$ cat src/rtl/cct_pkg.sv
package cct_pkg;
  typedef enum logic [2:0] {
    ST_IDLE,
    ST_ADDR,
    ST_AACK,
    ST_RX,
    ST_RACK,
    ST_TX,
    ST_TACK,
    ST_SKIP
  } eng_state_t;

  localparam int unsigned BYTE_W = 8;
  localparam int unsigned CNT_W  = $clog2(BYTE_W);
endpackage

$ cat src/rtl/cct_sync.sv
module cct_sync #(
  parameter int unsigned W      = 3,
  parameter int unsigned STAGES = 2,
  parameter logic [W-1:0] RST_VAL = '1
) (
  input  logic         clk,
  input  logic         rst_n,
  input  logic [W-1:0] d,
  output logic [W-1:0] q
);
  logic [W-1:0] stg [STAGES];

  generate
    for (genvar s = 0; s < STAGES; s++) begin : g_stage
      if (s == 0) begin : g_first
        always_ff @(posedge clk or negedge rst_n) begin
          if (!rst_n) stg[s] <= RST_VAL;
          else        stg[s] <= d;
        end
      end else begin : g_next
        always_ff @(posedge clk or negedge rst_n) begin
          if (!rst_n) stg[s] <= RST_VAL;
          else        stg[s] <= stg[s-1];
        end
      end
    end
  endgenerate

  assign q = stg[STAGES-1];
endmodule

$ cat src/rtl/cct_regfile.sv
module cct_regfile #(
  parameter int unsigned ADDR_W = 6
) (
  input  logic       clk,
  input  logic       rst_n,
  input  logic       wr_en,
  input  logic       ptr_load,
  input  logic       ptr_inc,
  input  logic       ptr_clr,
  input  logic [7:0] wdata,
  output logic [7:0] rd_data
);
  localparam int unsigned DEPTH = 1 << ADDR_W;
  localparam logic [ADDR_W-1:0] PTR_TOP = ADDR_W'(DEPTH - 1);

  logic [ADDR_W-1:0] ptr;
  logic [7:0]        mem [DEPTH];

  always_ff @(posedge clk or negedge rst_n) begin
    if (!rst_n) begin
      ptr <= '0;
    end else if (ptr_clr) begin
      ptr <= '0;
    end else if (ptr_load) begin
      ptr <= wdata[ADDR_W-1:0];
    end else if (wr_en || ptr_inc) begin
      ptr <= ptr + ADDR_W'(1);
    end
  end

  always_ff @(posedge clk or negedge rst_n) begin
    if (!rst_n) begin
      for (int i = 0; i < DEPTH; i++) mem[i] <= '0;
    end else if (wr_en) begin
      mem[ptr] <= wdata;
    end
  end

  assign rd_data = mem[ptr];


  ptr_wrap_chk: assert property (@(posedge clk) disable iff (!rst_n)
    (!ptr_clr && !ptr_load && (wr_en || ptr_inc) && ptr == PTR_TOP) |=> ptr == '0);


  ptr_clr_chk: assert property (@(posedge clk) disable iff (!rst_n)
    ptr_clr |=> ptr == '0);


  no_store_on_fail_chk: assert property (@(posedge clk) disable iff (!rst_n)
    wr_en |-> !ptr_clr);
endmodule

$ cat src/rtl/cct_engine.sv
module cct_engine
  import cct_pkg::*;
#(
  parameter logic [6:0] DEV_ADDR = 7'h68
) (
  input  logic       clk,
  input  logic       rst_n,
  input  logic       scl_s,
  input  logic       sda_s,
  input  logic       pf_s,
  input  logic [7:0] rd_data,
  output logic       wr_en,
  output logic       ptr_load,
  output logic       ptr_inc,
  output logic       ptr_clr,
  output logic [7:0] wdata,
  output logic       sda_pull
);
  localparam logic [CNT_W-1:0] LAST_BIT = CNT_W'(BYTE_W - 1);

  eng_state_t        state;
  logic              scl_p, sda_p;
  logic [CNT_W-1:0]  bitcnt;
  logic [BYTE_W-1:0] shreg, txsh;
  logic              byte_full, first_byte, rw_bit, m_ack, drv_ack, drv_tx;
  logic              start_det, stop_det, scl_rise, scl_fall, ev_ok;
  logic              rx_commit, tx_load;

  assign start_det = scl_s & scl_p & sda_p & ~sda_s;
  assign stop_det  = scl_s & scl_p & ~sda_p & sda_s;
  assign scl_rise  = scl_s & ~scl_p;
  assign scl_fall  = ~scl_s & scl_p;
  assign ev_ok     = ~pf_s & ~start_det & ~stop_det;

  assign rx_commit = ev_ok & scl_fall & byte_full & (state == ST_RX);
  assign tx_load   = ev_ok & scl_fall &
                     (((state == ST_AACK) & rw_bit) | ((state == ST_TACK) & m_ack));

  assign wr_en    = rx_commit & ~first_byte;
  assign ptr_load = rx_commit & first_byte;
  assign ptr_inc  = tx_load;
  assign ptr_clr  = pf_s;
  assign wdata    = shreg;
  assign sda_pull = drv_ack | (drv_tx & ~txsh[BYTE_W-1]);

  always_ff @(posedge clk or negedge rst_n) begin
    if (!rst_n) begin
      scl_p <= 1'b1;
      sda_p <= 1'b1;
    end else begin
      scl_p <= scl_s;
      sda_p <= sda_s;
    end
  end

  always_ff @(posedge clk or negedge rst_n) begin
    if (!rst_n) begin
      state      <= ST_IDLE;
      bitcnt     <= '0;
      shreg      <= '0;
      txsh       <= '1;
      byte_full  <= 1'b0;
      first_byte <= 1'b0;
      rw_bit     <= 1'b0;
      m_ack      <= 1'b0;
      drv_ack    <= 1'b0;
      drv_tx     <= 1'b0;
    end else if (pf_s) begin
      state     <= ST_IDLE;
      byte_full <= 1'b0;
      drv_ack   <= 1'b0;
      drv_tx    <= 1'b0;
    end else if (start_det) begin
      state      <= ST_ADDR;
      bitcnt     <= '0;
      byte_full  <= 1'b0;
      first_byte <= 1'b1;
      drv_ack    <= 1'b0;
      drv_tx     <= 1'b0;
    end else if (stop_det) begin
      state     <= ST_IDLE;
      byte_full <= 1'b0;
      drv_ack   <= 1'b0;
      drv_tx    <= 1'b0;
    end else begin
      if (scl_rise && (state == ST_ADDR || state == ST_RX)) begin
        shreg  <= {shreg[BYTE_W-2:0], sda_s};
        bitcnt <= bitcnt + CNT_W'(1);
        if (bitcnt == LAST_BIT) byte_full <= 1'b1;
      end
      if (scl_rise && state == ST_TACK) m_ack <= ~sda_s;
      if (scl_fall) begin
        case (state)
          ST_ADDR: if (byte_full) begin
            byte_full <= 1'b0;
            if (shreg[BYTE_W-1:1] == DEV_ADDR) begin
              state   <= ST_AACK;
              drv_ack <= 1'b1;
              rw_bit  <= shreg[0];
            end else begin
              state <= ST_SKIP;
            end
          end
          ST_AACK: begin
            drv_ack <= 1'b0;
            bitcnt  <= '0;
            if (rw_bit) begin
              state  <= ST_TX;
              txsh   <= rd_data;
              drv_tx <= 1'b1;
            end else begin
              state <= ST_RX;
            end
          end
          ST_RX: if (byte_full) begin
            byte_full  <= 1'b0;
            first_byte <= 1'b0;
            drv_ack    <= 1'b1;
            state      <= ST_RACK;
          end
          ST_RACK: begin
            drv_ack <= 1'b0;
            bitcnt  <= '0;
            state   <= ST_RX;
          end
          ST_TX: begin
            if (bitcnt == LAST_BIT) begin
              drv_tx <= 1'b0;
              bitcnt <= '0;
              state  <= ST_TACK;
            end else begin
              bitcnt <= bitcnt + CNT_W'(1);
              txsh   <= {txsh[BYTE_W-2:0], 1'b1};
            end
          end
          ST_TACK: begin
            if (m_ack) begin
              txsh   <= rd_data;
              drv_tx <= 1'b1;
              bitcnt <= '0;
              state  <= ST_TX;
            end else begin
              state <= ST_SKIP;
            end
          end
          default: ;
        endcase
      end
    end
  end


  pf_quiet_chk: assert property (@(posedge clk) disable iff (!rst_n)
    pf_s |=> !sda_pull);


  pull_hold_chk: assert property (@(posedge clk) disable iff (!rst_n)
    (scl_s && scl_p && !pf_s) |-> sda_pull == $past(sda_pull));


  addr_ack_chk: assert property (@(posedge clk) disable iff (!rst_n)
    (state == ST_AACK && $past(state) == ST_ADDR) |-> $past(shreg[BYTE_W-1:1]) == DEV_ADDR);


  nack_release_chk: assert property (@(posedge clk) disable iff (!rst_n)
    (state == ST_SKIP) |-> !sda_pull);
endmodule

$ cat src/rtl/clkcal_i2c_target.sv
module clkcal_i2c_target #(
  parameter logic [6:0]  DEV_ADDR    = 7'b1101000,
  parameter int unsigned ADDR_W      = 6,
  parameter int unsigned SYNC_STAGES = 2
) (
  input  logic clk,
  input  logic rst_n,
  input  logic scl_i,
  input  logic sda_i,
  input  logic pwr_fail_i,
  output logic sda_pull_o
);
  logic [2:0] sync_q;
  logic       wr_en, ptr_load, ptr_inc, ptr_clr;
  logic [7:0] wdata, rd_data;

  cct_sync #(
    .W       (3),
    .STAGES  (SYNC_STAGES),
    .RST_VAL (3'b111)
  ) u_sync (
    .clk   (clk),
    .rst_n (rst_n),
    .d     ({pwr_fail_i, sda_i, scl_i}),
    .q     (sync_q)
  );

  cct_engine #(
    .DEV_ADDR (DEV_ADDR)
  ) u_engine (
    .clk      (clk),
    .rst_n    (rst_n),
    .scl_s    (sync_q[0]),
    .sda_s    (sync_q[1]),
    .pf_s     (sync_q[2]),
    .rd_data  (rd_data),
    .wr_en    (wr_en),
    .ptr_load (ptr_load),
    .ptr_inc  (ptr_inc),
    .ptr_clr  (ptr_clr),
    .wdata    (wdata),
    .sda_pull (sda_pull_o)
  );

  cct_regfile #(
    .ADDR_W (ADDR_W)
  ) u_regfile (
    .clk      (clk),
    .rst_n    (rst_n),
    .wr_en    (wr_en),
    .ptr_load (ptr_load),
    .ptr_inc  (ptr_inc),
    .ptr_clr  (ptr_clr),
    .wdata    (wdata),
    .rd_data  (rd_data)
  );
endmodule

$ cat config.mk
export PLATFORM = sky130hd
export DESIGN_NAME = clkcal_i2c_target
export DESIGN_NICKNAME = d
export VERILOG_FILES = /design/src/rtl/cct_pkg.sv /design/src/rtl/cct_sync.sv /design/src/rtl/cct_regfile.sv /design/src/rtl/cct_engine.sv /design/src/rtl/clkcal_i2c_target.sv
export SDC_FILE = /design/constraint.sdc
export NUM_CORES = 1
export LEC_CHECK = 0
export BUFFER_PORTS_ARGS = -buffer_cell sky130_fd_sc_hd__buf_2
export CORE_ASPECT_RATIO = 0.6
export CORE_MARGIN = 5
export CORE_UTILIZATION = 60
export DETAILED_ROUTE_END_ITERATION = 7
export GPL_TIMING_DRIVEN = 0
export PLACE_DENSITY = 0.87
export SKIP_LAST_GASP = 1
export SLEW_MARGIN = 20
export SYNTH_ARGS = -nofsm -noshare
export SYNTH_HDL_FRONTEND = slang
export SYNTH_SLANG_ARGS = --single-unit
export TNS_END_PERCENT = 100
$ cat constraint.sdc
create_clock -name clk -period 2.6 [get_ports clk]
set_clock_uncertainty 0.2 [all_clocks]
set_input_delay 0.52 -clock clk [delete_from_list [all_inputs] [get_ports clk]]
set_output_delay 0.52 -clock clk [all_outputs]
set_load 0.1 [all_outputs]
* Word-level counts from Yosys, hierarchy flattened
Index checks and enable logic that the tools add are counted.
Word-level totals: register bits after elaboration 554, word-level logic and storage cells 216
Operators by class: add/sub/neg operators 2, magnitude comparators 2, reductions and logical operators 25, mux-type cells 60, eq/ne operators 18, bitwise operators 30
Operators by type and width (number):
- bitwise mux 512 bit | 1
- binary-select mux 8 bit (select 6 bit) | 1
- demux 8 bit (select 6 bit) | 1
- two-way mux 8 bit | 6
- two-way mux 3 bit | 15
- two-way mux 1 bit | 27
- inequality test 5 x 2 -> 1 bit (second input constant) | 5
- one-hot mux 8 bit (3 select lines) | 1
- AND reduction 5 bit | 4
- bitwise AND 1 bit | 18
- two-way mux 6 bit | 3
- one-hot mux 3 bit (6 select lines) | 1
- == test 3 bit (second input constant) | 4
- nonzero test 6 bit | 2
- inverter 1 bit | 9
- one-hot mux 3 bit (3 select lines) | 1
- nonzero test 9 bit | 1
- AND reduction 4 bit | 2
- AND reduction 8 bit | 1
- == test 7 bit (second input constant) | 1
- greater-or-equal comparator 7 bit (second input constant) | 1
- < comparator 7 x 1 -> 1 bit (second input constant) | 1
- inverter 6 -> 7 bit | 1
- AND reduction 7 bit | 1
- 17 further kinds | 29

* Logic depth before layout (Yosys ltp)
word-level depth 14, depth in mapped cells 11, mapped depth without buffers 7

* Modules after synthesis
Synthesis repeated with hierarchy kept, for this count alone.
Unflattened totals: cells, all modules 1953, area, all modules 25884.8 sq um
By module, submodules not included:
- cct_regfile | area an instance 24115.6 sq um, cells an instance 1790, instances 1
- cct_engine | area an instance 1589.0 sq um, cells an instance 154, instances 1
- cct_sync | area an instance 180.2 sq um, cells an instance 9, instances 1

* Worst setup path before layout
Ideal clock, no wire load.
kind register -> register, from register u_engine.scl_p, to register u_regfile.mem[104] (netlist name), clock period less this slack 2.397 ns, setup time 0.125 ns, data required time 2.275 ns, arrival 2.072 ns, path buffers 2, slack 0.203 ns, stages on the path, launching flop included 9, cells stage by stage dfstp_2 nor2b_1 buf_4 nand4_4 nor2_8 buf_6 nand2_8 nor2_8 mux2_2
On the way: word-level cells in the longest chain between the ends 10, elaborated cells on any way between the ends 14, classes of those cells 14 x bitwise
RTL lines:
- start: declaration | RTL line cct_engine.sv:22 | logic scl_p, sda_p;
- start signal: assignment | RTL line cct_engine.sv:51 | scl_p <= scl_s;
- bitwise AND 1 bit | RTL line cct_engine.sv:29, cct_engine.sv:30
- bitwise AND 1 bit (2 in a row) | RTL line cct_engine.sv:29 | assign start_det = scl_s & scl_p & sda_p & ~sda_s;
- inverter 1 bit (no line)
- bitwise AND 1 bit (2 in a row) | RTL line cct_engine.sv:33 | assign ev_ok = ~pf_s & ~start_det & ~stop_det;
- bitwise AND 1 bit * (3 in a row) | RTL line cct_engine.sv:35 | assign rx_commit = ev_ok & scl_fall & byte_full & (state == ST_RX);
- bitwise AND 1 bit * | RTL line cct_engine.sv:39 | assign wr_en = rx_commit & ~first_byte;
- end signal: indexed assignment | RTL line cct_regfile.sv:35 | mem[ptr] <= wdata;
- end: declaration | RTL line cct_regfile.sv:17 | logic [7:0] mem [DEPTH];
Every way passes the cells marked *; elsewhere a longest branch is shown, timed or not. A chain may end at the register's enable or synchronous reset.

* Final worst setup path
from register u_regfile.ptr[0], to register u_engine.txsh[6]
On the way: word-level cells in the longest chain between the ends 6, elaborated cells on any way between the ends 7, classes of those cells 6 x mux; 1 x bitwise
RTL lines:
- start: declaration | RTL line cct_regfile.sv:16 | logic [ADDR_W-1:0] ptr;
- start signal: assignment | RTL line cct_regfile.sv:25 | ptr <= wdata[ADDR_W-1:0];
- start signal: assignment | RTL line cct_regfile.sv:27 | ptr <= ptr + ADDR_W'(1);
- inverter 6 -> 7 bit (implied by the code) * | RTL line cct_regfile.sv:39 | assign rd_data = mem[ptr];
- binary-select mux 8 bit (select 6 bit) * | RTL line cct_regfile.sv:39
- two-way mux 8 bit (implied by the code) * (2 in a row) | RTL line cct_regfile.sv:39
- two-way mux 8 bit (on tied branches) | RTL line cct_engine.sv:137, cct_engine.sv:107
- one-hot mux 8 bit (3 select lines) * | RTL line cct_engine.sv:93 | case (state)
- end signal: assignment | RTL line cct_engine.sv:109 | txsh <= rd_data;
- end signal: assignment | RTL line cct_engine.sv:133 | txsh <= {txsh[BYTE_W-2:0], 1'b1};
- end signal: assignment | RTL line cct_engine.sv:138 | txsh <= rd_data;
- end: declaration | RTL line cct_engine.sv:24 | logic [BYTE_W-1:0] shreg, txsh;
Every way passes the cells marked *; elsewhere a longest branch is shown, timed or not. The select of a mux whose other input is x is not followed.

==> metrics.csv <==
stage,metric,value,unit
placed_design,IO Port Bufs,5,
final_layout,most frequent cells in the layout,"537 x dfrtp_1, 522 x mux2_2, 87 x buf_4, 82 x mux2i_1, 63 x clkbuf_1",
status,status,"complete, but fails checks",
worst_setup_path,Bufs and invs on worst path,3,
cts,Clock Latency Late Sink,600,ps
worst_setup_path,R2R Path End,u_engine.txsh[6]$_DFFE_PN1P_,
final_layout,multi-input logic area,12300,sq um
worst_setup_path,Worst path depth,8,
final_layout,Syn-to-layout area delta,20.4,%
route,Via density,7.17,
floorplan,die width,280,um
final_layout,layout cells sized above 1,47.9,%
cts,CTS tree,done,
pwr,leak pwr,14.8,nW
final_layout,Fillers,2793,
global_route,pin count of the biggest net entering global routing,107,
worst_setup_path,Startpoint Class,register,
floorplan,io pins,6,
final_layout,Seq. cell area,13900,sq um
sta,Slew @ Worst Pin,1220,ps
global_route,M1 GR Usage,56.3,%
synthesis,Synth Warn #,0,
placed_design,pre-CTS WS,-1550,ps
pwr,Final Power,18.6,mW
worst_setup_path,CP max stage delay,480,ps
pwr,Pwr per Cell Area,589,nW/um^2
floorplan,Die ar.,48200,sq um
sta,final worst path period need,2830,ps
cts,# clock sinks,554,
placed_design,DP HPWL,66.1,mm
worst_setup_path,peak fanout along the critical path,8,
final_layout,nets@finish,2108,
placed_design,routability-driven placement congestion ratio,1.08,
worst_setup_path,Crit. Startpoint,u_regfile.ptr[0]$_DFFE_PN0P_,
worst_setup_path,most frequent CP cell,buf_12,
placed_design,placed cells,2504,
synthesis,"Seq/Total Area, Yosys",52.9,%
route,1st-iter DRT viols,3030,
final_layout,"commonest non-fill, non-tap cell in the layout",dfrtp_1,
worst_setup_path,FF-to-FF setup slack,-230,ps
synthesis,post-synthesis register bit count,554,
cts,total CTS buffers,49,
floorplan,# rows,59,
sta,Fin. Hold Viols,0,
worst_setup_path,Critical Path RT,2910,ps
global_route,vias in the first global route,19179,
cts,Longest Clk Path Bufs,3,
route,Pre-Repair DR Iteration Count,6,
worst_setup_path,critical path arrival,3140,ps
sta,fin. max-slew vios,0,
synthesis,Post-Syn Area,26300,sq um
final_layout,Post-Layout Cell Count,2719,
cts,clk root buf,clkbuf_16,
synthesis,ys flop type,dfrtp_1,
worst_setup_path,worst path cell trace,"buf_12, buf_16, buf_12, mux4_2, mux2i_1, o22ai_2, and4b_1, a221oi_1",
sta,RSZ-0062 raised after global routing,yes,
synthesis,post-synth cell types,74,
synthesis,Post-synth EDFFs,0,
worst_setup_path,crit path max-delay cell type,mux4_2,
synthesis,syn avg cell area,13.7,sq um
worst_setup_path,worst reg2reg path depth,8,
global_route,M2 GR Usage,53.8,%
global_route,first-pass GRT wire length,139,mm
route,drc violations,0,
sta,Total Neg Setup Slack,-1370,ps
status,failing checks,setup timing,
sta,final worst-path setup slack,-233,ps
route,"antenna viol nets, final",0,
worst_setup_path,CP Capture Type,register,
route,routed len/inst,36.7,um
floorplan,Starting Density,60.6,%
sta,Final setup violation count,43,
cts,H-Tree Depth,2,
worst_setup_path,reg-to-reg critical path startpoint,u_regfile.ptr[0]$_DFFE_PN0P_,
min_path,worst hold path depth,0,
worst_setup_path,Worst setup endpoint,u_engine.txsh[6]$_DFFE_PN1P_,
route,via count,19486,
worst_setup_path,Worst path top cell family by delay,multiplexers,
worst_setup_path,CP Class,register to register,
global_route,total congestion overflow,0,
route,total routed wirelength,99.9,mm
floorplan,die height,172,um
synthesis,synthesized instance count,1914,
sta,final critical-path share of the clock period,109,%
sta,maximum clock rate,0.353,GHz
global_route,initial antenna violation count,7,
cts,clk slew on worst S/H paths,70,ps
global_route,busiest layer in global routing,met1,
synthesis,Post-synth ARST share,100,%
job,Max Cap Viol,0,
sta,Rel. slew slack,18.6,%
global_route,met3 Use GR,20.6,%
floorplan,core footprint,43300,sq um
pwr,Max VDD drop,0.571,mV
synthesis,Post-Syn Nets,1922,
global_route,GRT Total Usage,40.6,%
min_path,worst min path class,register to register,
## routing by layer
layer | vias to the layer above | part of all wire [%]
met1 | 10030 | 39
li1 | 7508 | -
met3 | 370 | 17
met5 | - | 0.014
met4 | 2 | 5.4
met2 | 1576 | 39
## sequential cells by signal, indices dropped and copies added (netlist names)
| signal | count |
|---|---|
| u_engine.wdata | 8 |
| u_engine.drv_tx | 1 |
| u_engine.txsh | 8 |
| u_engine.drv_ack | 1 |
| u_engine.bitcnt | 3 |
| u_sync.q | 3 |
| u_engine.state | 3 |
| u_engine.scl_p | 1 |
| u_engine.byte_full | 1 |
| u_engine.first_byte | 1 |
| u_engine.rw_bit | 1 |
| u_sync.stg | 3 |
| u_regfile.mem | 512 |
| u_engine.sda_p | 1 |
| u_regfile.ptr | 6 |
| u_engine.m_ack | 1 |
## synthesized netlist by cell type (all sizes together) (26+ instances only)
master,instances,area share [%]
dfrtp,538,51
a221oi,45,1.5
buf,56,1.3
nor2,96,3.3
nand3,26,0.61
clkbuf,81,1.2
a22oi,46,1.3
a21oi,48,0.91
mux4,40,3.4
mux2,537,23
o21ai,54,1.0
mux2i,88,3.4
nand2,72,1.4
## how the worst min path moves through the flow
stage | to | startpoint | slack, ps
floorplan | u_engine.bitcnt[0]$_DFFE_PN0P_ | rst_n | 20
global placement | u_sync.q[1]$_DFF_PN1_ | u_sync.stg[4]$_DFF_PN1_ | 150
detailed placement | u_sync.q[1]$_DFF_PN1_ | u_sync.stg[4]$_DFF_PN1_ | 150
CTS | u_sync.q[1]$_DFF_PN1_ | u_sync.stg[4]$_DFF_PN1_ | 150
global route | u_sync.q[1]$_DFF_PN1_ | u_sync.stg[4]$_DFF_PN1_ | 160
finish | u_sync.q[1]$_DFF_PN1_ | u_sync.stg[4]$_DFF_PN1_ | 150
## cell type report
type                       count  area share, %
sequential                   554           43.9
multi-input combinational   1211           38.8
timing repair buffer         140           5.70
clock buffer                  72           4.66
buffer                       132           3.72
tap                          579           2.29
clock inverter                17          0.732
inverter                      12          0.158
antenna                        2         0.0158
## where the power goes
group	total, mW	leakage, nW	switching (mW)	internal [mW]
sequential	8.83	7.67	0.109	8.73
combinational	1.93	6.32	1.65	0.276
clock	7.87	0.832	3.44	4.43
## cell families (layout without fill, tap and decap cells)
logic type                 count (synthesis)  count (layout)  synth area share, %
AOI/OAI and AO/OA                        279             279                 7.36
DFF                                      554             554                 52.9
other                                      0               2                    0
xor gates and xnor gates                   2               2               0.0667
buffers and inverters                    149             373                 2.67
muxes                                    665             665                 29.8
adders and majority gates                  3               3                0.143
and+or+nand+nor                          262             262                 7.08
## worst register-to-register path: cells and delay by family (launching register included)
family                 cells  cell delay (ps)
buffers and inverters      3              470
AND/OR/NAND/NOR            1              400
flip-flops                 1              410
multiplexers               2              950
AO/OA/AOI/OAI              2              340
## stage by stage
| step | instance area, sq um | utilization, % | hold WS, ps |
|---|---|---|---|
| floorplan | 26300 | - | 24.4 |
| global placement | 27000 | 62.3 | 147 |
| detailed placement | 27200 | 62.7 | 147 |
| CTS | 30700 | 70.8 | 154 |
| global route | 31600 | 73.0 | 159 |
| finish | 31600 | 73.0 | 150 |
## timing repair
| item | 4_1_cts | 5_1_grt |
|---|---|---|
| hold buffers | 4 | 0 |
| endpoints found under the setup margin | 526 | 491 |
| endpoints found under the hold margin | 89 | 0 |
| setup buffers | 70 | 50 |
| cloned | 1 | 4 |
| pin swaps | 51 | 34 |
| resized for setup | 215 | 99 |
No activity file was read; power rests on OpenSTA's default activity.
